**src/rtl/mem_route_pkg.sv**
```systemverilog
package mem_route_pkg;

  typedef enum logic [1:0] {
    TGT_DRAM = 2'b00,
    TGT_HUB  = 2'b01,
    TGT_TERM = 2'b10
  } tgt_e;

  localparam logic [1:0] SRC_CPU = 2'b00;

  typedef struct packed {
    logic hseg;
    logic bios;
    logic hole;
    logic low;
    logic ext;
  } region_t;

endpackage

```
**src/rtl/addr_window.sv**
```systemverilog
// Aligned power-of-two window match
module addr_window #(
  parameter int unsigned          ADDR_W = 32,
  parameter int unsigned          OFF_W  = 16,
  parameter logic [ADDR_W-1:0]    BASE   = '0
) (
  input  logic [ADDR_W-1:0] addr_i,
  output logic              hit_o
);
  localparam logic [ADDR_W-1:0] TAG_MASK = ~{{(ADDR_W-OFF_W){1'b0}}, {OFF_W{1'b1}}};

  assign hit_o = ((addr_i & TAG_MASK) == (BASE & TAG_MASK));
endmodule

```
**src/rtl/addr_region_match.sv**
```systemverilog
module addr_region_match
  import mem_route_pkg::*;
#(
  parameter int unsigned       ADDR_W     = 32,
  parameter logic [ADDR_W-1:0] TOM_MAX    = 32'h2000_0000,
  parameter logic [ADDR_W-1:0] EXT_BASE   = 32'h0010_0000,
  parameter logic [ADDR_W-1:0] BIOS_BASE  = 32'h000F_0000,
  parameter int unsigned       BIOS_OFF_W = 16,
  parameter logic [ADDR_W-1:0] HOLE_BASE  = 32'h00F0_0000,
  parameter int unsigned       HOLE_OFF_W = 20,
  parameter logic [ADDR_W-1:0] HSEG_BASE  = 32'hFEEA_0000,
  parameter int unsigned       HSEG_OFF_W = 17
) (
  input  logic [ADDR_W-1:0] addr_i,
  input  logic [ADDR_W-1:0] tom_i,
  output region_t           hit_o
);
  logic [ADDR_W-1:0] tom_eff;
  logic bios_hit, hole_hit, hseg_hit;

  assign tom_eff = (tom_i > TOM_MAX) ? TOM_MAX : tom_i;

  addr_window #(.ADDR_W(ADDR_W), .OFF_W(BIOS_OFF_W), .BASE(BIOS_BASE)) u_bios (
    .addr_i(addr_i), .hit_o(bios_hit));
  addr_window #(.ADDR_W(ADDR_W), .OFF_W(HOLE_OFF_W), .BASE(HOLE_BASE)) u_hole (
    .addr_i(addr_i), .hit_o(hole_hit));
  addr_window #(.ADDR_W(ADDR_W), .OFF_W(HSEG_OFF_W), .BASE(HSEG_BASE)) u_hseg (
    .addr_i(addr_i), .hit_o(hseg_hit));

  always_comb begin
    hit_o      = '0;
    hit_o.hseg = hseg_hit;
    hit_o.bios = bios_hit;
    hit_o.hole = hole_hit;
    hit_o.low  = (addr_i < BIOS_BASE);
    hit_o.ext  = (addr_i >= EXT_BASE) && (addr_i < tom_eff);
  end
endmodule

```
**src/rtl/route_pick.sv**
```systemverilog
module route_pick
  import mem_route_pkg::*;
#(
  parameter int unsigned       ADDR_W     = 32,
  parameter int unsigned       HSEG_OFF_W = 17,
  parameter logic [ADDR_W-1:0] SMM_DST    = 32'h000A_0000
) (
  input  logic [ADDR_W-1:0] addr_i,
  input  region_t           hit_i,
  input  logic              write_i,
  input  logic [1:0]        src_i,
  input  logic              smm_i,
  input  logic              wb_i,
  input  logic              hole_en_i,
  input  logic              bios_re_i,
  input  logic              bios_we_i,
  input  logic              hseg_en_i,
  output tgt_e              tgt_o,
  output logic [ADDR_W-1:0] addr_o
);
  localparam logic [ADDR_W-1:0] OFF_MASK = {{(ADDR_W-HSEG_OFF_W){1'b0}}, {HSEG_OFF_W{1'b1}}};

  logic cpu_ok;
  assign cpu_ok = (src_i == SRC_CPU) && (smm_i || wb_i);

  // priority: smm seg > bios > hole > dram ranges > hub default
  always_comb begin
    tgt_o  = TGT_HUB;
    addr_o = addr_i;
    if (hit_i.hseg && hseg_en_i) begin
      if (cpu_ok) begin
        tgt_o  = TGT_DRAM;
        addr_o = SMM_DST | (addr_i & OFF_MASK);
      end else begin
        tgt_o  = TGT_TERM;
        addr_o = '0;
      end
    end else if (hit_i.bios) begin
      if (write_i ? bios_we_i : bios_re_i) tgt_o = TGT_DRAM;
    end else if (hit_i.hole && hole_en_i) begin
      tgt_o = TGT_HUB;
    end else if (hit_i.low || hit_i.ext) begin
      tgt_o = TGT_DRAM;
    end
  end
endmodule

```
**src/rtl/route_reg.sv**
```systemverilog
module route_reg
  import mem_route_pkg::*;
#(
  parameter int unsigned ADDR_W = 32
) (
  input  logic              clk_i,
  input  logic              rst_ni,
  input  logic              vld_i,
  input  tgt_e              tgt_i,
  input  logic [ADDR_W-1:0] addr_i,
  output logic              vld_o,
  output logic [1:0]        tgt_o,
  output logic [ADDR_W-1:0] addr_o
);
  always_ff @(posedge clk_i or negedge rst_ni) begin
    if (!rst_ni) begin
      vld_o  <= 1'b0;
      tgt_o  <= 2'b00;
      addr_o <= '0;
    end else if (vld_i) begin
      vld_o  <= 1'b1;
      tgt_o  <= tgt_i;
      addr_o <= addr_i;
    end else begin
      vld_o  <= 1'b0;
      tgt_o  <= 2'b00;
      addr_o <= '0;
    end
  end
endmodule

```
**src/rtl/mem_addr_router.sv**
```systemverilog
module mem_addr_router
  import mem_route_pkg::*;
#(
  parameter int unsigned ADDR_W = 32
) (
  input  logic              clk_i,
  input  logic              rst_ni,
  input  logic              req_valid_i,
  input  logic [ADDR_W-1:0] req_addr_i,
  input  logic              req_write_i,
  input  logic [1:0]        req_src_i,
  input  logic              req_smm_i,
  input  logic              req_wb_i,
  input  logic [ADDR_W-1:0] cfg_tom_i,
  input  logic              cfg_hole_en_i,
  input  logic              cfg_bios_re_i,
  input  logic              cfg_bios_we_i,
  input  logic              cfg_hseg_en_i,
  output logic              rsp_valid_o,
  output logic [1:0]        rsp_target_o,
  output logic [ADDR_W-1:0] rsp_addr_o
);
  localparam int unsigned HSEG_OFF_W = 17;

  region_t           hit;
  tgt_e              tgt_d;
  logic [ADDR_W-1:0] addr_d;

  addr_region_match #(.ADDR_W(ADDR_W), .HSEG_OFF_W(HSEG_OFF_W)) u_match (
    .addr_i (req_addr_i),
    .tom_i  (cfg_tom_i),
    .hit_o  (hit)
  );

  route_pick #(.ADDR_W(ADDR_W), .HSEG_OFF_W(HSEG_OFF_W)) u_pick (
    .addr_i    (req_addr_i),
    .hit_i     (hit),
    .write_i   (req_write_i),
    .src_i     (req_src_i),
    .smm_i     (req_smm_i),
    .wb_i      (req_wb_i),
    .hole_en_i (cfg_hole_en_i),
    .bios_re_i (cfg_bios_re_i),
    .bios_we_i (cfg_bios_we_i),
    .hseg_en_i (cfg_hseg_en_i),
    .tgt_o     (tgt_d),
    .addr_o    (addr_d)
  );

  route_reg #(.ADDR_W(ADDR_W)) u_reg (
    .clk_i  (clk_i),
    .rst_ni (rst_ni),
    .vld_i  (req_valid_i),
    .tgt_i  (tgt_d),
    .addr_i (addr_d),
    .vld_o  (rsp_valid_o),
    .tgt_o  (rsp_target_o),
    .addr_o (rsp_addr_o)
  );
endmodule

```
**config.mk**
```make
export PLATFORM = sky130hd
export DESIGN_NAME = mem_addr_router
export DESIGN_NICKNAME = d
export VERILOG_FILES = /design/src/rtl/mem_route_pkg.sv /design/src/rtl/addr_window.sv /design/src/rtl/addr_region_match.sv /design/src/rtl/route_pick.sv /design/src/rtl/route_reg.sv /design/src/rtl/mem_addr_router.sv
export SDC_FILE = /design/constraint.sdc
export NUM_CORES = 1
export LEC_CHECK = 0
export ABC_AREA = 1
export BUFFER_PORTS_ARGS = -buffer_cell sky130_fd_sc_hd__buf_2
export CORE_MARGIN = 2
export CORE_UTILIZATION = 50
export CTS_CLUSTER_DIAMETER = 120
export DETAILED_ROUTE_END_ITERATION = 12
export GPL_TIMING_DRIVEN = 0
export PLACE_DENSITY = 0.85
export SETUP_SLACK_MARGIN = 0.3
export SKIP_LAST_GASP = 1
export SLEW_MARGIN = 25
export SYNTH_ARGS = -nofsm -noshare
export SYNTH_HDL_FRONTEND = slang
export SYNTH_SLANG_ARGS = --single-unit
export TNS_END_PERCENT = 50
```
**constraint.sdc**
```tcl
create_clock -name clk_i -period 0.8 [get_ports clk_i]
set_clock_uncertainty 0.05 [all_clocks]
set_input_delay 0.04 -clock clk_i [delete_from_list [all_inputs] [get_ports clk_i]]
set_output_delay 0.04 -clock clk_i [all_outputs]
set_load 0.02 [all_outputs]
```
# == After elaboration in Yosys (flattened, before gate mapping) ==
# Index checks and enable logic that the tools add are counted.
# W data, S select, Z words.
# op_classes
n_eq_ne,3
reduce_logical,7
n_mux,13
n_lt_le_gt_ge,4
# op_table
operator,count
$mux W32,3
$ge A32 B21 Y1 const B,1
$gt A32 B30 Y1 const B,1
$lt A32 B20 Y1 const B,1
$lt A32 B32 Y1,1
$mux W20,1
$eq A16 B4 Y1 const B,1
$eq A15 B15 Y1 const B,1
$eq A12 B4 Y1 const B,1
$mux W2,5
$logic_and A1 B1 Y1,4
$mux W1,4
$logic_not A2 Y1,1
$logic_or A1 B1 Y1,2
# totals
out_inout_bits,35
inputBits,76
regBits,35
wordCells,30

# == Longest topological paths before layout ==
# Gate-level depths: netlist (run 1).
# logic_depth
word_depth,10
mapped_depth,23
depth_no_buf,21

# == Cells and area by module ==
# Synthesis (run 1) repeated with hierarchy kept, for this count alone.
# hier_totals
cells_unflattened,447
hier_area_um2,2842.7
# by_module_without_submodules
module,cells_per_inst,n_inst,area_each_um2,seq_area_each_um2
route_reg,107,1,1172.4,875.8
addr_region_match,194,1,1086.0,0.0
route_pick,85,1,351.6,0.0
addr_window (u_match.u_bios),27,1,101.3,0.0
addr_window (u_match.u_hseg),18,1,67.6,0.0
addr_window (u_match.u_hole),16,1,63.8,0.0

# == Worst setup path before layout (run 1) ==
# OpenSTA, ideal clock, no wires.
# synth_path
path_kind,input to register
from,input port cfg_tom_i[0]
to,register u_reg.tgt_o[0]
arrival_time_ns,1.902
setup_time_ns,0.128
t_required_ns,0.622
cell_stages,20
setup_slack_ns,-1.280
path_buffers,2
path_cell_list,inv_1 > nand2_1 > nor2_1 > nand2_1 > nor2_1 > nand2_1 > nand2_1 > buf_2 > buf_2 > nand2_1 > ha_1 > a21oi_1 > nor2_1 > a211oi_1 > o221a_2 > nand2_1 > nand2_1 > nand2_1 > nand2_1 > a21oi_1
# synth_between
elab_chain_len,10
# synth_rtl
element,line,source
"start, declared",mem_addr_router.sv:14,"input logic [ADDR_W-1:0] cfg_tom_i,"
$gt A32 B30 Y1,addr_region_match.sv:21,assign tom_eff = (tom_i > TOM_MAX) ? TOM_MAX : tom_i;
$mux W32 (*),addr_region_match.sv:21,
$lt A32 B32 Y1 (*),addr_region_match.sv:36,hit_o.ext = (addr_i >= EXT_BASE) && (addr_i < tom_eff);
$logic_and A1 B1 Y1 (*),addr_region_match.sv:36,
$logic_or A1 B1 Y1 (*),route_pick.sv:42,end else if (hit_i.low || hit_i.ext) begin
$mux W1 (*),route_pick.sv:42,
$mux W2 (*),route_pick.sv:40,end else if (hit_i.hole && hole_en_i) begin
$mux W2 (*),route_pick.sv:38,end else if (hit_i.bios) begin
$mux W2 (*),route_pick.sv:30,if (hit_i.hseg && hseg_en_i) begin
$mux W2 (*),route_reg.sv:20,end else if (vld_i) begin
"end signal, assigned",route_reg.sv:22,tgt_o <= tgt_i;
"end, declared",route_reg.sv:12,"output logic [1:0] tgt_o,"
# Every way passes the cells marked *; elsewhere a longest branch is shown, timed or not.

# == Worst setup path in the final report (run 1) ==
# layout_path
from,input port cfg_tom_i[10]
to,register u_reg.tgt_o[0]
# Same word-level chain as after synthesis.

==> results of run 1 <==
## path summary, 6_finish.rpt
| path | slack [ns] | to | startpoint |
|---|---|---|---|
| max | -1.22 | u_reg.tgt_o[0] | cfg_tom_i[10] |
| min | -0.24 | u_reg.addr_o[29] | rst_ni |
| max in group asynchronous | 0.47 | u_reg.addr_o[7] | rst_ni |
| min in group clk_i | -0.08 | u_reg.vld_o | req_valid_i |
## cell families after synthesis
kind of cell | count (synthesis)
simple gates | 161
fa+ha+maj | 31
other cells | 1
buf+inv | 72
compound gates | 25
flops | 35
## timing repair
| item | CTS | global route |
|---|---|---|
| buffers inserted | 9 | 1 |
| cloned | 2 | 0 |
| hold endpoints to repair | 64 | 58 |
| resized for setup | 48 | 44 |
| pin swaps | 8 | 9 |
| setup endpoints to repair | 66 | 66 |
## final cells by class
cell class                      count  area (um2)  share of cell area (%)
Buffer                              4        48.8                    1.39
Timing Repair Buffer              121         748                    21.4
Sequential cell                    35         876                    25.0
Tap cell                           52        65.1                    1.86
Clock inverter                      1        7.51                   0.214
Timing Repair inverter              1        5.00                   0.143
Clock buffer                        7        96.3                    2.75
Inverter                           68         273                    7.79
Multi-Input combinational cell    219        1380                    39.5
## per-stage QoR
step / cell area (um2) / util (%)
3_5_place_dp: 3010 / 67.7
6_report: 3500 / 78.8
3_3_place_gp: 3010 / 67.7
2_1_floorplan: 2390 / -
5_1_grt: 3500 / 78.8
4_1_cts: 3350 / 75.3
## cell usage after synthesis (all sizes together) (2+ instances only)
library cell	instances	area share (%)
nor4	5	1.6
nand2	83	13
a211oi	3	0.96
ha	31	17
nor3	4	0.85
buf	4	1.1
nor2	55	8.8
o31ai	2	0.64
a21oi	15	3.2
nand3	8	1.7
inv	67	11
nand4	5	1.3
dfrtp	35	37
o21ai	4	0.85
## registers in the layout (all words and copies together), names as in the netlist
name and count:
u_reg.addr_o 32, u_reg.tgt_o 2, u_reg.vld_o 1
## report_power, final
group	internal, mW	switching (mW)	leakage (nW)	total [mW]
Sequential	1.86	0.0267	0.451	1.88
Combinational	0.538	0.733	1.46	1.27
Clock	0.782	0.621	0.0505	1.40
## per-layer routing
metal,up-vias,routed length (um),global-route usage (%)
met3,26,506,2.92
li1,1265,-,-
met5,-,0,0
met4,0,262,11.5
met1,1119,2870,32.4
met2,162,3460,41.8
==> flow_summary.ini, run 1 <==
[status]
status = complete, but fails checks
violations = hold timing, setup timing

[logic_synthesis]
synth_compound_area_share_pct = 6.13
synth_area_um2 = 2350
synth-edff-count = 0
yosys.area_share.adder_pct = 16.5
synth_cell_types = 21
synth.avg_cell_area_um2 = 7.23
synth_ff_type = dfrtp_1
synth_top_family_by_area = simple AND/OR/NAND/NOR gates
muxShareOfSynthArea_pct = 0
yosys.area_share.simple_pct = 27.9
ys_seq_area_share_pct = 37.3
synth_seq_cells = 35
synth-xor-area-share_pct = 0
yosysWarnings = 0
synth-async-reset-ratio_pct = 100
syn_inst = 325

[finish]
n_fill_cell = 309
fin_nets = 562
final_cells = 508
final_common_cell = buf_2
diodes = 0
layout-drive-gt1-share_pct = 39.9
areaGrowthSynthToFinish_pct = 49.1
layout_common_cells = buf_2 (96), nand2_1 (79), inv_1 (62), dfrtp_1 (35)

[worst_hold_path]
hold_path_class = in2async

[die]
dieArea_um2 = 5260
core_um2 = 4440
start_util_pct = 52.8
die_w_um = 72.5
pin_count = 111
rows = 24
fp.dieH_um = 72.5

[worst_setup_path]
slowest_stage = ha_1
crit_path_cell_trace = buf_2 > nor2_1 > and2_4 > nand2_1 > nor2_1 > nand2_1 > nand2_2 > buf_6 > buf_6 > nand2_1 > ha_1 > a21oi_1 > nor2_1 > a211oi_2 > o221a_2 > nand2_1 > nand2_1 > nand2_1 > nand2_2 > a21oi_2
cp-start-kind = input port
slowest_delay_ns = 0.28
worstPathMaxFanout = 8
cp.required_ns = 0.91
cp_num_cells = 20
path_buf_inv = 3
crit_top_cell = nand2_1
worstSetupEndpointType = register
cp.arrival_ns = 2.13
crit_type = in2reg
cp_top_family = simple AND/OR/NAND/NOR gates

[sta]
fin_crit_ns = 2.02
period_share_pct = 253
rsz0062_at_grt = yes
drv_slew = 0
final-setup-viol-count = 65
hold_violations = 58
whs_ns = -0.241
fin_ws_ns = -1.22
fmax_mhz = 495
max_slew_margin_pct = 51.7
fin_setup_tns_ns = -14.61
worstMarginPinSlew_ns = 0.724

[global_routing]
grt_overflow_total = 0
grt_pass1_vias = 2278
antenna_found_initial = 0
grt_max_degree = 36
track_usage_pct = 25.0
grt_pass1_wl_mm = 10.3

[clock_network]
cts-root-buf = clkbuf_8
cts_tree = built
cts.sinks = 35
numCtsBuffers = 5
clockBufferDepth = 2
path_clk_slew_ns = 0.07
h-tree-depth = 2

[flow_run]
maxCapViolCount = 0

[detailed_routing]
vias_per_cell = 5.06
drt_iter0_drc = 199
wl_per_cell_um = 14.0
wl_mm = 7.09
dr.pass1.iters = 5
postRouteAntennaNets = 0
drc = 0
route.vias.total = 2572

[power_and_ir_drop]
ir_drop_mv = 0.788
p_leak_nw = 1.96
powerDensity_nw_per_um2 = 1300
finalPower_mw = 4.56

[placed_design]
pre_cts_ws_ns = -1.64
dp_cells = 488
portBuffers = 110
place_hpwl_mm = 4.92
place.gp.congestion = 0.942
(Power assumes the default switching activity.)
==> inputs of run 2 (changes only) <==
CORE_UTILIZATION = 40   (was 50)
PLACE_DENSITY = 0.7   (was 0.85)
==> flow_summary.ini, run 2 (same netlist as run 1, synthesis figures left out) <==
[sta]
hold_violations = 63
whs_ns = -0.244
fin_crit_ns = 2.13
period_share_pct = 267
fin_setup_tns_ns = -11.83
final-setup-viol-count = 63
max_slew_margin_pct = 51.6
drv_slew = 0
fin_ws_ns = -1.33
worstMarginPinSlew_ns = 0.727
rsz0062_at_grt = yes
fmax_mhz = 468

[clock_network]
cts_tree = built
clockBufferDepth = 2
path_clk_slew_ns = 0.07
numCtsBuffers = 5
cts-root-buf = clkbuf_8
cts.sinks = 35
h-tree-depth = 2

[global_routing]
grt_pass1_vias = 2405
track_usage_pct = 21.8
grt_overflow_total = 0
grt_max_degree = 36
antenna_found_initial = 0
grt_pass1_wl_mm = 11.0

[worst_setup_path]
worstPathMaxFanout = 6
worstSetupEndpointType = register
cp-start-kind = input port
crit_type = in2reg
cp.required_ns = 0.97
cp.arrival_ns = 2.30
startpoint = cfg_tom_i[3]
slowest_delay_ns = 0.25
slowest_stage = ha_4
crit_top_cell = nand2_1
crit_path_cell_trace = buf_2 > inv_2 > nand2_1 > nor2_1 > nand2_1 > nor2_1 > nand2_1 > nand2_2 > buf_8 > buf_6 > clkbuf_16 > nand2_4 > ha_4 > nand2_1 > inv_1 > nand4_1 > buf_4 > a21oi_2 > a211oi_2 > nand2_2 > nand2_2 > a21oi_2

[detailed_routing]
dr.pass1.iters = 4
route.vias.total = 2574
postRouteAntennaNets = 0
drt_iter0_drc = 139
wl_per_cell_um = 13.9
wl_mm = 7.44
drc = 0
vias_per_cell = 4.81

[finish]
fin_area_um2 = 3990
fin_nets = 569
final_common_cell = buf_2
largest_reg_flops = 32
largest-register = u_reg.addr_o
diodes = 0
top_regs = u_reg.addr_o (32), u_reg.tgt_o (2), u_reg.vld_o (1)
layout-drive-gt1-share_pct = 57.2
layout_common_cells = buf_2 (79), nand2_1 (49), inv_1 (42), nor2_2 (36), dfrtp_1 (35)
areaGrowthSynthToFinish_pct = 69.8

[status]
violations = hold timing, setup timing
status = complete, but fails checks

[power_and_ir_drop]
p_leak_nw = 2.09
ir_drop_mv = 0.872
finalPower_mw = 4.61
powerDensity_nw_per_um2 = 1160

[placed_design]
post_dp_cell_area_um2 = 3040
place_hpwl_mm = 5.21
portBuffers = 110
pre_cts_ws_ns = -1.64
place.gp.congestion = 0.844

[die]
pin_count = 111
start_util_pct = 42.1
core_um2 = 5570
dieArea_um2 = 6500
fp.dieH_um = 80.6
rows = 27
die_w_um = 80.6

[flow_run]
maxCapViolCount = 0

[worst_hold_path]
hold_path_class = in2async
## run 2: cell count changes in the layout (fill, tap and decap cells not counted), sizes merged
cell	before	now
clkbuf	8	11
inv	67	68
clkinvlp	1	0
buf	124	128
## run 2: worst max-delay path by stage
stage	endpoint	slack, ns	cells past startpoint
2_1_floorplan	u_reg.tgt_o[0]	-1.17	20
3_3_place_gp	u_reg.tgt_o[0]	-1.62	21
3_5_place_dp	u_reg.tgt_o[0]	-1.64	21
4_1_cts	u_reg.tgt_o[0]	-1.18	21
5_1_grt	u_reg.tgt_o[0]	-1.40	22
6_report	u_reg.tgt_o[0]	-1.33	22
## run 2: through the flow
step	util (%)	cells
finish	71.6	535
global route	71.6	535
CTS	61.8	529
detailed placement	54.5	508
global placement	54.5	508
floorplan	-	326
## run 2: where the power goes
| group | internal (mW) | switching (mW) | leakage, nW |
|---|---|---|---|
| Combinational | 0.688 | 0.835 | 1.60 |
| Clock | 0.610 | 0.589 | 0.0422 |
| Sequential | 1.86 | 0.0275 | 0.451 |
## run 2: final cells by class
| cell class | instances | area, um2 |
|---|---|---|
| clock inverters | 1 | 5.00 |
| fillers | 424 | 1590 |
| repair buffers | 128 | 938 |
| clock buffers | 7 | 76.3 |
| inverters | 68 | 273 |
| repair inverters | 1 | 8.76 |
| flip-flops and latches | 35 | 876 |
| plain buffers | 4 | 56.3 |
| well taps | 72 | 90.1 |
| multi-input cells | 219 | 1670 |
## run 2: per-layer routing
metal | GRT usage (%) | part of all wire (%) | vias to the layer above
li1 | - | - | 1280
met1 | 28.6 | 41 | 1176
met2 | 37.4 | 51 | 100
met3 | 2.25 | 5.4 | 18
met4 | 7.46 | 2.5 | 0
met5 | 0 | 0 | -
## run 2: timing repair
item	in CTS	in global routing
pin swaps	19	61
buffers inserted	11	4
setup endpoints to repair	66	66
gates cloned	2	2
resized for setup	63	140
hold endpoints to repair	64	61
## run 2: worst max-delay path: cells and delay by family
kind / cells / cell delay [ns]
adders and majority gates: 1 / 0.25
AOI/OAI and AO/OA: 3 / 0.32
buffers and inverters: 7 / 0.76
and+or+nand+nor: 11 / 0.93
==> inputs of run 3 (changes only) <==
clock period = 2.1 ns   (was 0.8 ns; I/O delays follow)
==> flow_summary.ini, run 3 (same netlist as run 1, synthesis figures left out) <==
[status]
status = complete, but fails checks
violations = setup timing

[finish]
fin_nets = 566
final_cells = 531
layout_common_cells = buf_2 (99), nand2_1 (69), inv_1 (55), nor2_1 (48), dfrtp_1 (35)
diodes = 0
largest_reg_flops = 32
largest-register = u_reg.addr_o
n_fill_cell = 472
areaGrowthSynthToFinish_pct = 50.7
final_common_cell = buf_2
top_regs = u_reg.addr_o (32), u_reg.tgt_o (2), u_reg.vld_o (1)
fin_area_um2 = 3540
layout-drive-gt1-share_pct = 40.7

[placed_design]
place_hpwl_mm = 5.12
place.gp.congestion = 0.899
dp_cells = 508
post_dp_cell_area_um2 = 3010
pre_cts_ws_ns = -0.399
portBuffers = 110

[die]
rows = 27
dieArea_um2 = 6500
core_um2 = 5570
pin_count = 111
start_util_pct = 42.1
fp.dieH_um = 80.6
die_w_um = 80.6

[sta]
period_share_pct = 105
fin_crit_ns = 2.21
rsz0062_at_grt = yes
fin_ws_ns = -0.107
worstMarginPinSlew_ns = 0.737
fmax_mhz = 453
hold_violations = 0
final-setup-viol-count = 1
drv_slew = 0
max_slew_margin_pct = 50.9

[worst_setup_path]
cp.required_ns = 2.26
cp-start-kind = input port
worstSetupEndpointType = register
worstPathMaxFanout = 6
cp.arrival_ns = 2.37
crit_type = in2reg

[detailed_routing]
route.vias.total = 2520
drt_iter0_drc = 97
dr.pass1.iters = 4
wl_mm = 6.98
vias_per_cell = 4.75
drc = 0
wl_per_cell_um = 13.1
postRouteAntennaNets = 0

[power_and_ir_drop]
internal_power_mw = 1.17
powerDensity_nw_per_um2 = 474
p_sw_share_pct = 30.1
comb_power_share_pct = 29.0
p_seq_share_pct = 42.7
p_sw_mw = 0.505
finalPower_mw = 1.68
pwr-share-clk_pct = 28.4
p_leak_nw = 1.98
ir_drop_mv = 0.312

[global_routing]
antenna_found_initial = 0
grt_max_degree = 36
track_usage_pct = 20.3
grt_pass1_wl_mm = 10.1
grt_pass1_vias = 2266
grt_overflow_total = 0

[clock_network]
cts-root-buf = clkbuf_8
h-tree-depth = 2
numCtsBuffers = 5
cts.sinks = 35
cts_tree = built
path_clk_slew_ns = 0.07
clockBufferDepth = 2

[worst_hold_path]
hold_path_class = in2reg
min_to = u_reg.addr_o[5]
min_path_cells = 3
worstHoldStart = req_addr_i[5]

[flow_run]
maxCapViolCount = 0
## run 3: changes by cell type in the layout (fill, tap and decap cells not counted), sizes merged
cell,previous run,this run
inv,68,67
buf,128,125
dlygate4sd3,0,5
clkbuf,11,6
## run 3: layout make-up
cell class / count / area [um2] / area share (%)
inverters: 68 / 255 / 7.21
flip-flops and latches: 35 / 876 / 24.7
plain buffers: 4 / 45.0 / 1.27
multi-input cells: 219 / 1430 / 40.4
repair buffers: 126 / 756 / 21.4
well taps: 72 / 90.1 / 2.55
clock buffers: 6 / 82.6 / 2.33
clock inverters: 1 / 5.00 / 0.141
## run 3: what timing repair did
item                       CTS  global route
setup endpoints to repair    1             1
pin swaps                   21            24
buffers inserted            10             0
gates resized for setup     24            53
hold endpoints to repair    39             0
hold buffers                 5             0
gates cloned                 1             0
## run 3: metal layers
| metal | track usage [%] | share of wire (%) | vias up |
|---|---|---|---|
| met5 | 0 | 0 | - |
| met4 | 7.63 | 2.6 | 0 |
| met3 | 2.70 | 6.3 | 15 |
| met2 | 33.7 | 48 | 97 |
| met1 | 26.8 | 43 | 1141 |
| li1 | - | - | 1267 |
## run 3: through the flow
step           setup TNS (ns)  hold WS [ns]  utilization (%)
2_1_floorplan               0        -0.241                -
3_3_place_gp           -0.387         0.146             53.9
3_5_place_dp           -0.399         0.157             53.9
4_1_cts                     0      0.000423             60.1
5_1_grt                -0.226        0.0236             63.5
6_report               -0.107        0.0107             63.5
## run 3: critical path: stages
cell	delay (ns)
buf_4	0.13
nor2_4	0.07
and2_4	0.15
nand2_2	0.05
nor2_2	0.10
nand2_1	0.08
nand2_2	0.08
buf_6	0.11
buf_6	0.11
buf_6	0.11
nand2_2	0.07
ha_4	0.27
nand2_1	0.06
buf_4	0.13
nor2_2	0.10
nand2_1	0.08
nand2_1	0.09
nand2_1	0.07
nand2_2	0.07
nand2_1	0.05
nand2_1	0.08
nand2_1	0.06
a21oi_2	0.12
## run 3: worst max path at each step
stage | startpoint | endpoint | slack, ns | depth (start not counted)
finish | cfg_tom_i[12] | u_reg.tgt_o[0] | -0.11 | 23
global route | cfg_tom_i[12] | u_reg.tgt_o[0] | -0.23 | 23
CTS | cfg_tom_i[12] | u_reg.tgt_o[0] | 0.01 | 20
detailed placement | cfg_tom_i[27] | u_reg.tgt_o[0] | -0.40 | 21
global placement | cfg_tom_i[27] | u_reg.tgt_o[0] | -0.39 | 21
floorplan | cfg_tom_i[0] | u_reg.tgt_o[0] | 0.07 | 20
## run 3: power groups by stage
stage	clock [mW]	sequential (mW)	combinational (mW)
6_report	0.476	0.716	0.487
3_5_place_dp	0	0.729	0.391
4_1_cts	0.484	0.716	0.437
3_3_place_gp	0	0.728	0.383
2_1_floorplan	0	0.775	0.160
5_1_grt	0.518	0.718	0.544
